[config.mk]
export PLATFORM = sky130hd
export DESIGN_NAME = rxring_tracker
export DESIGN_NICKNAME = d
export VERILOG_FILES = /design/src/rtl/rxr_pkg.sv /design/src/rtl/rxr_ctl_regs.sv /design/src/rtl/rxr_avail.sv /design/src/rtl/rxr_head_fsm.sv /design/src/rtl/rxring_tracker.sv
export SDC_FILE = /design/constraint.sdc
export NUM_CORES = 1
export LEC_CHECK = 0
export BUFFER_PORTS_ARGS = -buffer_cell sky130_fd_sc_hd__buf_2
export CORE_ASPECT_RATIO = 1.75
export CORE_MARGIN = 3
export CORE_UTILIZATION = 55
export CTS_CLUSTER_DIAMETER = 60
export DETAILED_ROUTE_END_ITERATION = 7
export PLACE_DENSITY_LB_ADDON = 0.12
export SYNTH_ARGS = -nofsm -noshare
export SYNTH_HDL_FRONTEND = slang
export SYNTH_SLANG_ARGS = --single-unit
[constraint.sdc]
create_clock -name clk -period 11 [get_ports clk]
set_clock_uncertainty 0.15 [all_clocks]
set_input_delay 2.75 -clock clk [delete_from_list [all_inputs] [get_ports clk]]
set_output_delay 2.75 -clock clk [all_outputs]
set_load 0.005 [all_outputs]
[src/rtl/rxr_pkg.sv]
package rxr_pkg;
    localparam int DESC_SHIFT   = 4;   // 16-byte descriptors
    localparam int LEN_KEEP_LSB = 7;   // ring length granularity
    localparam int CTL_EN_BIT   = 1;
    localparam int CTL_THR_LSB  = 8;
    localparam int CTL_BSEL_LSB = 16;
    localparam int BUF_W        = 12;

    typedef enum logic {
        ST_IDLE,
        ST_ACTIVE
    } rxr_state_e;

    function automatic logic [BUF_W-1:0] buf_size(input logic [1:0] sel);
        return 12'd2048 >> sel;
    endfunction
endpackage

[src/rtl/rxr_ctl_regs.sv]
module rxr_ctl_regs
    import rxr_pkg::*;
#(
    parameter int IDX_W = 16,
    parameter int LEN_W = 20
) (
    input  logic             clk,
    input  logic             rst_n,
    input  logic             len_wr,
    input  logic [31:0]      len_wdata,
    input  logic             tail_wr,
    input  logic [31:0]      tail_wdata,
    input  logic             ctl_wr,
    input  logic [31:0]      ctl_wdata,
    output logic [LEN_W-1:0] ring_len,
    output logic [IDX_W-1:0] tail,
    output logic             rx_en,
    output logic [BUF_W-1:0] buf_bytes,
    output logic [2:0]       thr_shift
);
    logic [1:0] bsel_q;
    logic       unused_bits;

    assign unused_bits = ^{len_wdata[31:LEN_W], len_wdata[LEN_KEEP_LSB-1:0],
                           tail_wdata[31:IDX_W], ctl_wdata};

    always_ff @(posedge clk or negedge rst_n) begin
        if (!rst_n) begin
            ring_len  <= '0;
            tail      <= '0;
            rx_en     <= 1'b0;
            bsel_q    <= 2'd0;
            thr_shift <= 3'd1;
        end else begin
            if (len_wr)
                ring_len <= {len_wdata[LEN_W-1:LEN_KEEP_LSB], {LEN_KEEP_LSB{1'b0}}};
            if (tail_wr)
                tail <= tail_wdata[IDX_W-1:0];
            if (ctl_wr) begin
                rx_en     <= ctl_wdata[CTL_EN_BIT];
                bsel_q    <= ctl_wdata[CTL_BSEL_LSB +: 2];
                thr_shift <= {1'b0, ctl_wdata[CTL_THR_LSB +: 2]} + 3'd1;
            end
        end
    end

    assign buf_bytes = buf_size(bsel_q);

    p_tail_low16_r7: assert property (@(posedge clk) disable iff (!rst_n)
        tail_wr |=> tail == $past(tail_wdata[IDX_W-1:0]));
    p_len_mask_r7: assert property (@(posedge clk) disable iff (!rst_n)
        len_wr |=> ring_len[LEN_KEEP_LSB-1:0] == '0);
    p_shift_range_r5: assert property (@(posedge clk) disable iff (!rst_n)
        ctl_wr |=> (thr_shift >= 3'd1 && thr_shift <= 3'd4));
endmodule

[src/rtl/rxr_avail.sv]
module rxr_avail
    import rxr_pkg::*;
#(
    parameter int IDX_W  = 16,
    parameter int LEN_W  = 20,
    parameter int SIZE_W = 16
) (
    input  logic [IDX_W-1:0]  head,
    input  logic [IDX_W-1:0]  tail,
    input  logic [LEN_W-1:0]  ring_len,
    input  logic              rx_en,
    input  logic [BUF_W-1:0]  buf_bytes,
    input  logic [SIZE_W-1:0] frame_size,
    output logic              fits
);
    localparam int ENT_W  = LEN_W - DESC_SHIFT;
    localparam int FREE_W = ((IDX_W > ENT_W) ? IDX_W : ENT_W) + 1;
    localparam int CAP_W  = FREE_W + BUF_W;

    logic [FREE_W-1:0] ents, hd, tl, free;
    logic [CAP_W-1:0]  cap, need;
    logic              single;

    always_comb begin
        ents = FREE_W'(ring_len >> DESC_SHIFT);
        hd   = FREE_W'(head);
        tl   = FREE_W'(tail);
        if (hd < tl)
            free = tl - hd;
        else if (hd > tl)
            free = ents + tl - hd;
        else
            free = '0;
        cap    = CAP_W'(free) * CAP_W'(buf_bytes);
        need   = CAP_W'(frame_size);
        single = need <= CAP_W'(buf_bytes);
        fits   = rx_en && (single ? (head != tail) : (need <= cap));
    end
endmodule

[src/rtl/rxr_head_fsm.sv]
module rxr_head_fsm
    import rxr_pkg::*;
#(
    parameter int IDX_W = 16,
    parameter int LEN_W = 20,
    parameter int CNT_W = 16
) (
    input  logic             clk,
    input  logic             rst_n,
    input  logic             frame_start,
    input  logic             desc_consumed,
    input  logic             frame_end,
    input  logic [LEN_W-1:0] ring_len,
    input  logic [IDX_W-1:0] tail,
    input  logic [2:0]       thr_shift,
    output logic [IDX_W-1:0] head,
    output logic             overrun,
    output logic             low_irq,
    output logic [CNT_W-1:0] miss_count
);
    localparam int ENT_W  = LEN_W - DESC_SHIFT;
    localparam int FREE_W = ((IDX_W > ENT_W) ? IDX_W : ENT_W) + 1;
    localparam int NXT_W  = IDX_W + 1 + DESC_SHIFT;
    localparam int CMP_W  = (NXT_W > LEN_W) ? NXT_W : LEN_W;
    localparam int GAP_W  = ((FREE_W + DESC_SHIFT) > LEN_W) ? (FREE_W + DESC_SHIFT) : LEN_W;
    localparam logic [CNT_W-1:0] MISS_MAX = '1;

    rxr_state_e        state_q, state_d;
    logic [IDX_W-1:0]  start_q, head_adv;
    logic [IDX_W:0]    head_inc;
    logic [FREE_W-1:0] ents, hd, tl, rdt, gap;
    logic              wrap, start_bad, low_hit;
    logic              ev_adv, ev_ovr, ev_low, ev_take;

    always_comb begin
        head_inc  = {1'b0, head} + 1'b1;
        wrap      = CMP_W'({head_inc, {DESC_SHIFT{1'b0}}}) >= CMP_W'(ring_len);
        head_adv  = wrap ? '0 : head_inc[IDX_W-1:0];
        ents      = FREE_W'(ring_len >> DESC_SHIFT);
        hd        = FREE_W'(head);
        tl        = FREE_W'(tail);
        start_bad = hd >= ents;
        rdt       = (tl < hd) ? (tl + ents) : tl;
        gap       = rdt - hd;
        low_hit   = GAP_W'({gap, {DESC_SHIFT{1'b0}}}) <= GAP_W'(ring_len >> thr_shift);
    end

    // next-state and event decode
    always_comb begin
        state_d = state_q;
        ev_adv  = 1'b0;
        ev_ovr  = 1'b0;
        ev_low  = 1'b0;
        ev_take = 1'b0;
        unique case (state_q)
            ST_IDLE: begin
                if (frame_start) begin
                    ev_take = 1'b1;
                    if (start_bad) ev_ovr = 1'b1;          // reject
                    else           state_d = ST_ACTIVE;    // accept
                end
            end
            ST_ACTIVE: begin
                if (desc_consumed) begin
                    ev_adv = 1'b1;
                    if (head_adv == start_q) begin         // lap
                        ev_ovr  = 1'b1;
                        state_d = ST_IDLE;
                    end
                end else if (frame_end) begin              // close
                    ev_low  = low_hit;
                    state_d = ST_IDLE;
                end
            end
            default: state_d = ST_IDLE;
        endcase
    end

    // state register
    always_ff @(posedge clk or negedge rst_n) begin
        if (!rst_n) begin
            state_q <= ST_IDLE;
            start_q <= '0;
        end else begin
            state_q <= state_d;
            if (ev_take) start_q <= head;
        end
    end

    // outputs
    always_ff @(posedge clk or negedge rst_n) begin
        if (!rst_n) begin
            head       <= '0;
            overrun    <= 1'b0;
            low_irq    <= 1'b0;
            miss_count <= '0;
        end else begin
            if (ev_adv) head <= head_adv;
            overrun <= ev_ovr;
            low_irq <= ev_low;
            if (ev_ovr && miss_count != MISS_MAX)
                miss_count <= miss_count + 1'b1;
        end
    end

    p_head_step_r1: assert property (@(posedge clk) disable iff (!rst_n)
        (state_q == ST_ACTIVE && desc_consumed) |=> (head == '0 || head == $past(head) + 1'b1));
    p_idle_still_r11: assert property (@(posedge clk) disable iff (!rst_n)
        (state_q == ST_IDLE) |=> head == $past(head));
    p_irq_single_r6: assert property (@(posedge clk) disable iff (!rst_n)
        low_irq |=> !low_irq);
    p_miss_hold_r9: assert property (@(posedge clk) disable iff (!rst_n)
        (miss_count == MISS_MAX) |=> miss_count == MISS_MAX);
    p_miss_step_r9: assert property (@(posedge clk) disable iff (!rst_n)
        (overrun && $past(miss_count) != MISS_MAX) |-> miss_count == $past(miss_count) + 1'b1);
    p_ovr_leaves_idle_r8: assert property (@(posedge clk) disable iff (!rst_n)
        overrun |-> state_q == ST_IDLE);
endmodule

[src/rtl/rxring_tracker.sv]
module rxring_tracker
    import rxr_pkg::*;
#(
    parameter int IDX_W  = 16,
    parameter int LEN_W  = 20,
    parameter int SIZE_W = 16,
    parameter int CNT_W  = 16
) (
    input  logic              clk,
    input  logic              rst_n,
    input  logic              len_wr,
    input  logic [31:0]       len_wdata,
    input  logic              tail_wr,
    input  logic [31:0]       tail_wdata,
    input  logic              ctl_wr,
    input  logic [31:0]       ctl_wdata,
    input  logic [SIZE_W-1:0] frame_size,
    input  logic              frame_start,
    input  logic              desc_consumed,
    input  logic              frame_end,
    output logic              frame_fits,
    output logic [IDX_W-1:0]  head_idx,
    output logic              overrun,
    output logic              low_space_irq,
    output logic [CNT_W-1:0]  miss_count
);
    logic [LEN_W-1:0] ring_len;
    logic [IDX_W-1:0] tail;
    logic             rx_en;
    logic [BUF_W-1:0] buf_bytes;
    logic [2:0]       thr_shift;

    rxr_ctl_regs #(.IDX_W(IDX_W), .LEN_W(LEN_W)) u_regs (
        .clk, .rst_n, .len_wr, .len_wdata, .tail_wr, .tail_wdata,
        .ctl_wr, .ctl_wdata, .ring_len, .tail, .rx_en, .buf_bytes, .thr_shift
    );

    rxr_avail #(.IDX_W(IDX_W), .LEN_W(LEN_W), .SIZE_W(SIZE_W)) u_avail (
        .head(head_idx), .tail, .ring_len, .rx_en, .buf_bytes,
        .frame_size, .fits(frame_fits)
    );

    rxr_head_fsm #(.IDX_W(IDX_W), .LEN_W(LEN_W), .CNT_W(CNT_W)) u_fsm (
        .clk, .rst_n, .frame_start, .desc_consumed, .frame_end,
        .ring_len, .tail, .thr_shift, .head(head_idx), .overrun,
        .low_irq(low_space_irq), .miss_count
    );

    p_gate_r10: assert property (@(posedge clk) disable iff (!rst_n)
        !rx_en |-> !frame_fits);
endmodule

* Yosys cells after proc, flatten, opt, wreduce, memory -nomap -nowiden
Cells that the tools add are included.
** Storage, ports and cells
- Bits in read-only memories :: 0
- Latch bits :: 0
- Memories kept :: 0
- Bits of input ports :: 120
- Bits in writable memories :: 0
- Output and inout bits :: 35
- Flip-flop bits (word level) :: 86
** Cells by class
- Bitwise gates (word level) :: 1
- Muxes and demuxes :: 23
- Reduce and logical (&&, ||, !) cells :: 2
- Multiply operators :: 1
- Divide/modulo/power cells :: 0
- Shift operators :: 2
- Add/subtract/negate cells :: 7
- Magnitude comparators :: 8
- Eq/ne operators :: 3
** Operators by type and width (number)
- 2-to-1 mux 17 bit :: 3
- subtractor 17 x 16 -> 17 bit :: 2
- < comparator 16 bit :: 2
- less-or-equal comparator 16 x 29 -> 1 bit :: 1
- multiplier 17 x 12 -> 29 bit :: 1
- greater-or-equal comparator 21 x 20 -> 1 bit :: 1
- less-or-equal comparator 21 bit :: 1
- >> shifter 20 x 3 -> 21 bit :: 1
- adder 16 x 1 -> 17 bit (second input constant) :: 1
- adder 16 x 16 -> 17 bit :: 1
- 2-to-1 mux 1 bit :: 17
- subtractor 16 x 16 -> 17 bit :: 1
- adder 16 x 1 -> 16 bit (second input constant) :: 1
- == test 16 bit :: 1
- greater-or-equal comparator 16 bit :: 1
- greater-than comparator 16 bit :: 1
- less-or-equal comparator 16 x 12 -> 1 bit :: 1
- 2-to-1 mux 16 bit :: 1
- inequality test 16 bit :: 1
- inequality test 16 bit (second input constant) :: 1
- >> shifter 12 x 2 -> 12 bit (first input constant) :: 1
- one-hot mux 1 bit (2 select lines) :: 2
- adder 2 x 1 -> 3 bit (second input constant) :: 1
- logical AND 1 bit :: 2
- inverter 1 bit :: 1

* Logic depth before layout (Yosys ltp)
Gate-level depths: netlist (run 1).
- Depth after elaboration :: 8
- Depth in mapped cells :: 37
- Gate-level depth less buffers :: 37

* Hierarchy
A second synthesis (run 1) with hierarchy kept.
** Unflattened totals
- Cell total of the unflattened synthesis :: 2047
- Area total of the unflattened synthesis :: 17387.9 um2
** By module, submodules not included
- rxr_avail :: cells an instance 1189, area each 9484.1 um2, seq. area each 0.0 um2, times used 1
- rxr_head_fsm :: cells an instance 762, area each 6393.6 um2, seq. area each 1276.2 um2, times used 1
- rxr_ctl_regs :: cells an instance 96, area each 1510.2 um2, seq. area each 877.1 um2, times used 1

* Worst setup path after synthesis (run 1)
No wires, ideal clock.
- Path type :: register to output
- From :: register u_fsm.head[1]
- To :: output port frame_fits
- Slack :: 0.568 ns
- Arrival :: 7.532 ns
- Cell stages (with the launch flop) :: 34
- Path buffers :: 3
- Path through :: dfrtp_1 > inv_1 > ha_1 > nor2b_1 > o21a_1 > o21ai_0 > a21oi_1 > a21oi_1 > a21oi_1 > a21oi_1 > clkbuf_1 > clkbuf_1 > clkbuf_1 > o21a_1 > nand2_1 > fa_1 > inv_1 > fa_1 > ha_1 > ha_1 > ha_1 > ha_1 > inv_1 > fa_1 > xor2_1 > ha_1 > nand4_1 > nor3_1 > a2111oi_0 > o211ai_1 > or4_1 > nor4_1 > and4_1 > a21oi_1
** Between the ends
- Cells in the longest elaborated chain, start to end :: 7
- Elaborated cells between the ends (all ways) :: 11
- Classes of those cells :: 2 x add/sub; 1 x mul; 3 x order compare; 1 x eq/ne; 3 x mux; 1 x reduce/logical
** Ends and longest elaborated chain
- start: declaration :: RTL line rxr_head_fsm.sv:16 : output logic [IDX_W-1:0] head,
- start signal: assignment :: RTL line rxr_head_fsm.sv:98 : if (ev_adv) head <= head_adv;
- subtractor 17 x 16 -> 17 bit or greater-than comparator 16 bit (tied branches) :: RTL line rxr_avail.sv:31, rxr_avail.sv:30
- 2-to-1 mux 17 bit :: RTL line rxr_avail.sv:30 : else if (hd > tl)
- 2-to-1 mux 17 bit :: RTL line rxr_avail.sv:28 : if (hd < tl)
- multiplier 17 x 12 -> 29 bit :: RTL line rxr_avail.sv:34 : cap = CAP_W'(free) * CAP_W'(buf_bytes);
- less-or-equal comparator 16 x 29 -> 1 bit :: RTL line rxr_avail.sv:37 : fits = rx_en && (single ? (head != tail) : (need <= cap));
- 2-to-1 mux 1 bit * :: RTL line rxr_avail.sv:37
- logical AND 1 bit * :: RTL line rxr_avail.sv:37
- end: declaration :: RTL line rxring_tracker.sv:21 : output logic frame_fits,
Every way passes the cells marked *; elsewhere a longest branch is shown, timed or not.

* Worst setup path after layout (run 1)
- From :: register u_regs.ring_len[7]
- To :: output port frame_fits
** Between the ends
- Cells in the longest elaborated chain, start to end :: 8
** Ends and longest elaborated chain
- start: declaration :: RTL line rxr_ctl_regs.sv:15 : output logic [LEN_W-1:0] ring_len,
- start signal: assignment :: RTL line rxr_ctl_regs.sv:36 : ring_len <= {len_wdata[LEN_W-1:LEN_KEEP_LSB], {LEN_KEEP_LSB{1'b0}}};
- adder 16 x 16 -> 17 bit :: RTL line rxr_avail.sv:31 : free = ents + tl - hd;
- subtractor 17 x 16 -> 17 bit :: RTL line rxr_avail.sv:31
- 2-to-1 mux 17 bit :: RTL line rxr_avail.sv:30
- 2-to-1 mux 17 bit :: RTL line rxr_avail.sv:28
- multiplier 17 x 12 -> 29 bit :: RTL line rxr_avail.sv:34
- less-or-equal comparator 16 x 29 -> 1 bit :: RTL line rxr_avail.sv:37
- 2-to-1 mux 1 bit :: RTL line rxr_avail.sv:37
- logical AND 1 bit :: RTL line rxr_avail.sv:37
No other way between the ends.

==> flow_metrics.tcl, run 1 <==
set metrics [dict create \
    critPathSlowestCell "or4_4" \
    via_per_inst 6.11 \
    violations "setup timing" \
    setup_viol 1 \
    maxCapViolCount 0 \
    slew_violations 0 \
    drt_wl_total_mm 36.4 \
    cts_tree "done" \
    portBuffers 92 \
    fill_cells 1770 \
    rr_worst_depth 27 \
    critPathKind "flip-flop to output pin" \
    cp_max_fo 4 \
    synth_area_leaders "ha_1 (20%), dfrtp_1 (19%), fa_1 (5.8%), nand2_1 (4.8%), o21ai_0 (4.1%)" \
    synth_top_family_by_area "adder cells" \
    fin_util_pct 67.6 \
    maxSlewHeadroom_pct 43.0 \
    ir_drop_mv 0.173 \
    clockBufferDepth 2 \
    power_density_nw_per_um2 203 \
    critPathBufInv 4 \
    ys_top_cells_by_count "ha_1 (185), nand2_1 (146), nor2_1 (117)" \
    synth_top_area_share_pct 20.2 \
    first_pass_iters 5 \
    design_area_sq_um 13800 \
    setup_ws_ns -0.0825 \
    path_clk_slew_ns 0.06 \
    yosys-mux-area-fraction_pct 5.80 \
    cts_htree_levels 3 \
    regArea_sq_um 2150 \
    fin_crit_ns 11.08 \
    cts_made_buffers 9 \
    hp-start "u_fsm.miss_count[6]" \
    holdPathEnd "u_fsm.miss_count[6]" \
    synth_area_sq_um 11500 \
    num_vias 11300 \
    fmax_mhz 90.2 \
    yosysMostFrequentCell "ha_1" \
    path_delay_family "adder cells" \
    synth-adder-area-share_pct 25.9 \
    synth_cell_types 73 \
    synth-xor-area-share_pct 6.26 \
    grt_use_total_pct 32.2 \
    clkSinkCount 86 \
    path_common_cell "ha_4" \
    synth_edf_count 0 \
    grt_max_degree 52 \
    power_mw 2.80 \
    hpwl_mm 29.4 \
    ys.flop_type "dfrtp_1" \
    grt-ovfl-total 0 \
    die_h_um 197 \
    multi_input_area_sq_um 9150 \
    hold_path_class "flip-flop to flip-flop" \
    startpoint_type "flip-flop" \
    synth_cells 1401 \
    ys_seq_area_share_pct 18.8 \
    ant_nets 0 \
    core-area_sq_um 20400 \
    cpPeakStageDelay_ns 0.52 \
    root_buffer "clkbuf_16" \
    synth_async_sr_flop_share_pct 100 \
    outcome "finished with violations" \
    tns_ns -0.0825 \
    fin_crit_sh_pct 101 \
    grt_pass1_wl_mm 57.1 \
    yosysTopAreaCell "ha_1" \
    num_io_pins 155 \
    syn_area_per_cell_sq_um 8.19 \
    drt_iter0_drc 620 \
    drc_errors 0 \
    synth_nets 1739 \
    p_leak_nw 6.79 \
    die_w_um 115 \
    rsz0062_at_grt "true" \
    syn_to_final_growth_pct 20.0 \
    r2r_end "u_fsm.low_irq" \
    worst_hold_slack_ns 0.328 \
    synth-simple-area-share_pct 20.1 \
    gp_congestion 0.944 \
    start_util_pct 56.3 \
    clk-insertion-delay-late_ns 0.35 \
    rows 69 \
    cp_data_arrival_time_ns 8.18 \
    r2r-start "u_fsm.head[1]" \
    yosysWarnings 0 \
    synth-compound-area-share_pct 17.8 \
    drive_gt1_share_pct 22.1 \
    place_area_sq_um 13000 \
    fin_nets 1932 \
    wl_per_cell_um 19.7 \
    tightest_slew_ns 0.846 \
    required_ns 8.10 \
    r2r_slack_ns 4.72 \
    antenna_found_initial 0 \
    synth_seq_cells 86 \
    fp.dieArea_sq_um 22700 \
    hold_viol 0 \
    grt_pass1_vias 11500 \
    cp-end-kind "output pin" \
    antenna_cells 0 \
    min_path_cells 1 \
]
-- what timing repair did --
| item | 4_1_cts | 5_1_grt |
|---|---|---|
| endpoints found under the setup margin | 1 | 1 |
| pin swaps | 41 | 41 |
| hold endpoints to repair | 0 | 0 |
| setup buffers | 7 | 7 |
| hold buffers | 0 | 0 |
| resized for setup | 52 | 39 |
-- how the worst max path moves through the flow --
stage | start | to | slack (ns) | cells past startpoint
2_1_floorplan | u_fsm.head[1] | frame_fits | 0.57 | 33
5_1_grt | u_regs.ring_len[7] | frame_fits | -0.44 | 38
3_3_place_gp | u_regs.ring_len[7] | frame_fits | -0.29 | 37
4_1_cts | u_regs.ring_len[7] | frame_fits | -0.25 | 38
6_report | u_regs.ring_len[7] | frame_fits | -0.08 | 37
3_5_place_dp | u_regs.ring_len[7] | frame_fits | -0.36 | 37
-- through the flow --
| step | worst slack (ns) | std cells |
|---|---|---|
| final | -0.0825 | 1847 |
| after global routing | -0.444 | 1847 |
| after CTS | -0.248 | 1840 |
| after detailed placement | -0.359 | 1817 |
| after global placement | -0.290 | 1817 |
| after floorplan | 0.568 | 1401 |
-- cells by family after synthesis --
kind of cell | count (synthesis)
buffers and inverters | 158
XOR/XNOR | 82
multiplexers | 62
AND/OR/NAND/NOR | 471
adder cells (fa/ha/maj) | 218
AO/OA/AOI/OAI | 324
flip-flops | 86
-- registers in the layout, indices dropped and copies added, names as in the netlist --
register	cells
u_fsm.head	16
u_fsm.low_irq	1
u_fsm.miss_count	16
u_fsm.overrun	1
u_fsm.start_q	16
u_fsm.state_q	1
u_regs.bsel_q	2
u_regs.ring_len	13
u_regs.rx_en	1
u_regs.tail	16
u_regs.thr_shift	3
-- layout make-up --
cell class / instances / share of cell area [%]
well taps: 248 / 2.25
multi-input cells: 1157 / 66.4
repair buffers: 225 / 10.7
clock inverters: 3 / 0.154
clock buffers: 13 / 1.74
inverters: 115 / 3.15
flip-flops and latches: 86 / 15.6
-- layout by cell type, fill, tap and decap left out, types with 11 or more instances in the layout --
| master | n |
|---|---|
| a21o_1 | 26 |
| mux2_2 | 34 |
| xor2_1 | 34 |
| and2_1 | 13 |
| nand2_1 | 146 |
| mux2i_1 | 24 |
| nor2_1 | 113 |
| a21oi_1 | 75 |
| inv_1 | 106 |
| nand3_1 | 30 |
| dfrtp_1 | 85 |
| buf_4 | 132 |
| nand2b_1 | 20 |
| o31ai_1 | 19 |
| and3_1 | 15 |
| o211ai_1 | 11 |
| nand4_1 | 21 |
| nor3_1 | 39 |
| buf_2 | 91 |
| o21a_1 | 15 |
| ha_1 | 169 |
| nor2b_1 | 14 |
| xnor2_1 | 44 |
| o21ai_0 | 88 |
| fa_1 | 32 |
-- where the power goes --
group / total [mW] / leakage (nW) / internal [mW] / switching [mW]
registers: 0.406 / 1.10 / 0.357 / 0.0493
clock network: 0.286 / 0.124 / 0.154 / 0.132
logic: 2.10 / 5.57 / 0.950 / 1.15
total: 2.80 / 6.79 / 1.46 / 1.34
-- routing by layer --
layer,track usage (%),vias to the layer above,wire length (um)
li1,-,5385,-
met1,30.5,5418,12300
met2,61.0,312,19900
met3,3.46,163,1100
met4,24.9,0,3120
met5,0,-,0
No activity file was read; power rests on OpenSTA's default activity.
==> run 2: changes to the inputs <==
--- a/config.mk
+++ b/config.mk
@@ -5,6 +5,7 @@
 export SDC_FILE = /design/constraint.sdc
 export NUM_CORES = 1
 export LEC_CHECK = 0
+export ABC_AREA = 1
 export BUFFER_PORTS_ARGS = -buffer_cell sky130_fd_sc_hd__buf_2
 export CORE_ASPECT_RATIO = 1.75
 export CORE_MARGIN = 3
==> flow_metrics.tcl, run 2 <==
set metrics [dict create \
    critPathKind "flip-flop to output pin" \
    hp-start "u_fsm.start_q[0]" \
    place_area_sq_um 12200 \
    regArea_sq_um 2150 \
    gp_congestion 1.01 \
    synth_area_sq_um 11500 \
    clkSinkCount 86 \
    wl_per_cell_um 17.0 \
    stdcell_count 1989 \
    die_w_um 115 \
    fin_crit_ns 10.63 \
    fp.dieArea_sq_um 22700 \
    drc_errors 0 \
    rr_worst_depth 24 \
    synth_edf_count 0 \
    r2r_end "u_fsm.low_irq" \
    ant_nets 0 \
    hold_path_class "flip-flop to flip-flop" \
    fin_nets 2074 \
    ys.flop_type "dfrtp_1" \
    min_path_cells 2 \
    portBuffers 92 \
    multi_input_area_sq_um 8320 \
    outcome "completed" \
    startpoint_type "flip-flop" \
    path_common_cell "ha_1" \
    fill_cells 1990 \
    final_cell_mix "nand2_1 (424), inv_1 (231), ha_1 (185), o21ai_0 (139), nor2_1 (127)" \
    drt_wl_total_mm 33.8 \
    ys_seq_area_share_pct 18.8 \
    maxSlewHeadroom_pct 28.4 \
    fmax_mhz 94.1 \
    hpwl_mm 28.3 \
    power_density_nw_per_um2 185 \
    core-area_sq_um 20400 \
    final_common_cell "nand2_1" \
    drive_gt1_share_pct 9.02 \
    power_mw 2.33 \
    critPathBufInv 6 \
    grt_pass1_wl_mm 54.4 \
    p_leak_nw 6.86 \
    cts_htree_levels 3 \
    design_area_sq_um 12600 \
    grt-ovfl-total 0 \
    first_pass_iters 5 \
    yosysWarnings 0 \
    start_util_pct 56.4 \
    die_h_um 197 \
    synth_cell_types 48 \
    r2r_slack_ns 4.88 \
    hold_viol 0 \
    cpPeakStageDelay_ns 0.50 \
    syn_area_per_cell_sq_um 6.95 \
    fin_crit_sh_pct 96.6 \
    setup_viol 0 \
    grt_max_degree 51 \
    slew_violations 0 \
    cts_made_buffers 9 \
    yosysTopAreaCell "ha_1" \
    clockBufferDepth 2 \
    clk-insertion-delay-late_ns 0.36 \
    tightest_slew_ns 1.07 \
    synth_seq_cells 86 \
    r2r-start "u_fsm.head[12]" \
    syn_to_final_growth_pct 9.56 \
    num_io_pins 155 \
    ir_drop_mv 0.171 \
    holdPathEnd "u_fsm.start_q[0]" \
    grt_pass1_vias 11200 \
    cp_max_fo 10 \
    antenna_found_initial 0 \
    synth_top_area_share_pct 20.2 \
    num_vias 11200 \
    worst_hold_slack_ns 0.363 \
    drt_iter0_drc 677 \
    ctsHoldBuffers 0 \
    cts_tree "done" \
    maxCapViolCount 0 \
    grt_use_total_pct 30.5 \
    cp-end-kind "output pin" \
    root_buffer "clkbuf_16" \
    rows 69 \
    critPathSlowestCell "fa_1" \
    synth_cells 1651 \
    synth_area_leaders "ha_1 (20%), dfrtp_1 (19%), nand2_1 (14%), inv_1 (7.6%), o21ai_0 (6.1%)" \
    cp_data_arrival_time_ns 7.73 \
    ys_top_cells_by_count "nand2_1 (424), inv_1 (231), ha_1 (185)" \
    yosysMostFrequentCell "nand2_1" \
    synth_nets 1989 \
    antenna_cells 0 \
    dp.cells 1973 \
    synth_async_sr_flop_share_pct 100 \
    path_clk_slew_ns 0.07 \
    via_per_inst 5.65 \
    required_ns 8.10 \
    path_delay_family "adder cells" \
]
==> run 2: stage by stage <==
stage / setup TNS, ns / util (%) / setup slack (ns)
4_1_cts: 0 / 61.6 / 0.245
6_report: 0 / 61.7 / 0.375
5_1_grt: -0.0460 / 61.7 / -0.0460
3_5_place_dp: 0 / 60.0 / 0.661
2_1_floorplan: 0 / - / 1.88
3_3_place_gp: 0 / 60.0 / 0.691
==> run 2: where the power goes <==
| part | total (mW) | switching (mW) | internal (mW) |
|---|---|---|---|
| registers | 0.401 | 0.0489 | 0.352 |
| clock network | 0.351 | 0.148 | 0.203 |
| logic | 1.58 | 0.987 | 0.591 |
==> run 2: worst register-to-register path, cell delays in order, from the launching register on <==
cell and delay (ns):
dfrtp_1 0.49, inv_1 0.22, ha_1 0.46, a21oi_1 0.29, o21ai_0 0.25, a21oi_1 0.35, nand3_2 0.30, inv_1 0.27
o21ai_0 0.12, ha_1 0.36, nand4_1 0.12, o21ai_0 0.36, a31oi_1 0.21, o21ai_0 0.45, a21boi_0 0.26, o21ai_0 0.25
xnor2_1 0.14, inv_1 0.06, ha_1 0.33, nand4_1 0.10, nor2_1 0.10, nand4_1 0.14, nand2_1 0.11, nand2_1 0.06
nor2_1 0.11
==> run 2: layout make-up <==
| type | instances | share of cell area (%) |
|---|---|---|
| well taps | 248 | 2.47 |
| clock inverters | 7 | 0.835 |
| clock buffers | 9 | 1.79 |
| repair buffers | 108 | 4.63 |
| multi-input cells | 1296 | 66.1 |
| inverters | 235 | 7.01 |
| flip-flops and latches | 86 | 17.1 |
==> run 2: worst max path at each step <==
stage	cells after the start	start	to	slack, ns
after detailed placement	34	u_regs.ring_len[9]	frame_fits	0.66
after global routing	38	u_regs.ring_len[9]	frame_fits	-0.05
after CTS	31	u_fsm.head[12]	frame_fits	0.25
after global placement	31	u_fsm.head[12]	frame_fits	0.69
after floorplan	38	u_regs.ring_len[7]	frame_fits	1.88
final	31	u_fsm.head[12]	frame_fits	0.37
==> run 2: cells by family after synthesis <==
family	after synthesis	share of synthesized area, %
simple gates	706	25.7
mux	10	0.948
xor+xnor	81	6.18
compound gates	281	13.4
buf+inv	269	9.06
fa+ha+maj	218	25.9
flops	86	18.8
==> run 2: routing by layer <==
layer,track usage [%],wire length (um)
met2,58.5,18400
met4,21.3,2570
met3,2.94,999
met5,0,0
met1,29.3,11800
==> run 2: timing repair <==
action,in CTS,in global routing
gates resized for setup,0,9
endpoints found under the setup margin,0,1
setup buffers,0,0
==> run 3: changes to the inputs <==
--- a/config.mk
+++ b/config.mk
@@ -6,13 +6,14 @@
 export NUM_CORES = 1
 export LEC_CHECK = 0
 export ABC_AREA = 1
-export BUFFER_PORTS_ARGS = -buffer_cell sky130_fd_sc_hd__buf_2
+export BUFFER_PORTS_ARGS = -buffer_cell sky130_fd_sc_hd__clkbuf_2
 export CORE_ASPECT_RATIO = 1.75
 export CORE_MARGIN = 3
 export CORE_UTILIZATION = 55
 export CTS_CLUSTER_DIAMETER = 60
 export DETAILED_ROUTE_END_ITERATION = 7
 export PLACE_DENSITY_LB_ADDON = 0.12
+export SKIP_LAST_GASP = 1
 export SYNTH_ARGS = -nofsm -noshare
 export SYNTH_HDL_FRONTEND = slang
 export SYNTH_SLANG_ARGS = --single-unit
==> flow_metrics.tcl, run 3 (synthesis results as in run 2) <==
set metrics [dict create \
    cts_made_buffers 9 \
    startpoint_type "flip-flop" \
    stdcell_count 1988 \
    critPathKind "flip-flop to output pin" \
    cpPeakStageDelay_ns 0.53 \
    cp-end-kind "output pin" \
    maxSlewHeadroom_pct 26.4 \
    power_mw 2.28 \
    p_int_mw 1.10 \
    grt-ovfl-total 0 \
    hpwl_mm 28.4 \
    fp.dieArea_sq_um 22700 \
    final_common_cell "nand2_1" \
    p_seq_share_pct 17.6 \
    fin_crit_ns 10.48 \
    clkSinkCount 86 \
    clockBufferDepth 2 \
    cts_tree "done" \
    fin_nets 2073 \
    syn_to_final_growth_pct 9.09 \
    drt_wl_total_mm 33.8 \
    cts_htree_levels 3 \
    outcome "completed" \
    fin_util_pct 61.5 \
    hold_path_class "flip-flop to flip-flop" \
    p_leak_nw 6.82 \
    root_buffer "clkbuf_16" \
    place_area_sq_um 12200 \
    final_cell_mix "nand2_1 (424), inv_1 (231), ha_1 (185), o21ai_0 (139), nor2_1 (126)" \
    post_cts_buffers 0 \
    tightest_slew_ns 1.10 \
    regArea_sq_um 2150 \
    path_clk_slew_ns 0.07 \
    pwr-share-comb_pct 69.3 \
    grt_use_total_pct 30.5 \
    dp.cells 1972 \
    hold_viol 0 \
    fin_crit_sh_pct 95.3 \
    via_per_inst 5.69 \
    num_vias 11300 \
    post-place-ws_ns 0.760 \
    required_ns 8.10 \
    cp_data_arrival_time_ns 7.58 \
    first_pass_iters 5 \
    antenna_found_initial 0 \
    grt_max_degree 72 \
    wl_per_cell_um 17.0 \
    critPathSlowestCell "fa_1" \
    power_density_nw_per_um2 182 \
    grt_pass1_wl_mm 54.4 \
    multi_input_area_sq_um 8320 \
    die_h_um 197 \
    portBuffers 92 \
    tns_ns 0 \
    setup_ws_ns 0.521 \
    antenna_cells 0 \
    drc_errors 0 \
    ant_nets 0 \
    num_io_pins 155 \
    gp_congestion 0.982 \
    p_clk_share_pct 13.1 \
    cts_resized 0 \
    grt_pass1_vias 11400 \
    fill_cells 1984 \
    drive_gt1_share_pct 8.97 \
    maxCapViolCount 0 \
    cp_max_fo 5 \
    rsz0062_at_grt "false" \
    switchingPower_mw 1.18 \
    drt_iter0_drc 638 \
    rows 69 \
    core-area_sq_um 20400 \
    ctsHoldBuffers 0 \
    p_sw_share_pct 51.8 \
    ir_drop_mv 0.159 \
    die_w_um 115 \
    setup_viol 0 \
    fmax_mhz 95.4 \
    design_area_sq_um 12500 \
    worst_hold_slack_ns 0.363 \
    clk-insertion-delay-late_ns 0.36 \
    slew_violations 0 \
    start_util_pct 56.4 \
]
-- run 3: path summary, 6_finish.rpt --
| check | start | to | slack [ns] | cells past startpoint |
|---|---|---|---|---|
| setup / recovery | u_regs.ring_len[9] | frame_fits | 0.52 | 36 |
| hold / removal | u_fsm.start_q[1] | u_fsm.start_q[1] | 0.36 | 2 |
| setup reg to reg | u_fsm.head[12] | u_fsm.low_irq | 5.16 | 25 |
| hold reg to reg | u_fsm.start_q[1] | u_fsm.start_q[1] | 0.36 | 2 |
| max in group asynchronous | rst_n | u_regs.rx_en | 7.39 | 2 |
| min in group asynchronous | rst_n | u_fsm.head[0] | 2.09 | 1 |
-- run 3: power by group through the flow --
stage	Clock [mW]	Sequential, mW	Combinational (mW)
floorplan	0	0.390	1.16
global placement	0	0.407	1.53
detailed placement	0	0.407	1.57
CTS	0.305	0.401	1.58
global route	0.318	0.408	1.82
finish	0.300	0.402	1.58
-- run 3: worst max-delay path, delay by kind of cell, from the launching register on --
family	cells	cell delay [ns]
buffers and inverters	5	0.40
AO/OA/AOI/OAI	9	1.75
XOR/XNOR	1	0.28
adder cells (fa/ha/maj)	8	3.01
AND/OR/NAND/NOR	13	1.33
flip-flops	1	0.47
-- run 3: layout make-up --
type / count / area share (%)
sequential: 86 / 17.2
tap: 248 / 2.48
clock inverter: 7 / 0.459
inverter: 235 / 7.04
multi-input combinational: 1296 / 66.4
timing repair buffer: 107 / 4.59
clock buffer: 9 / 1.80
-- run 3: routing by layer --
layer  up-vias  GRT usage [%]  wire, um
met3       129           2.97       968
met1      5297           29.0     11700
met5         -              0         0
met4         0           20.2      2530
met2       296           59.4     18600
li1       5593              -         -
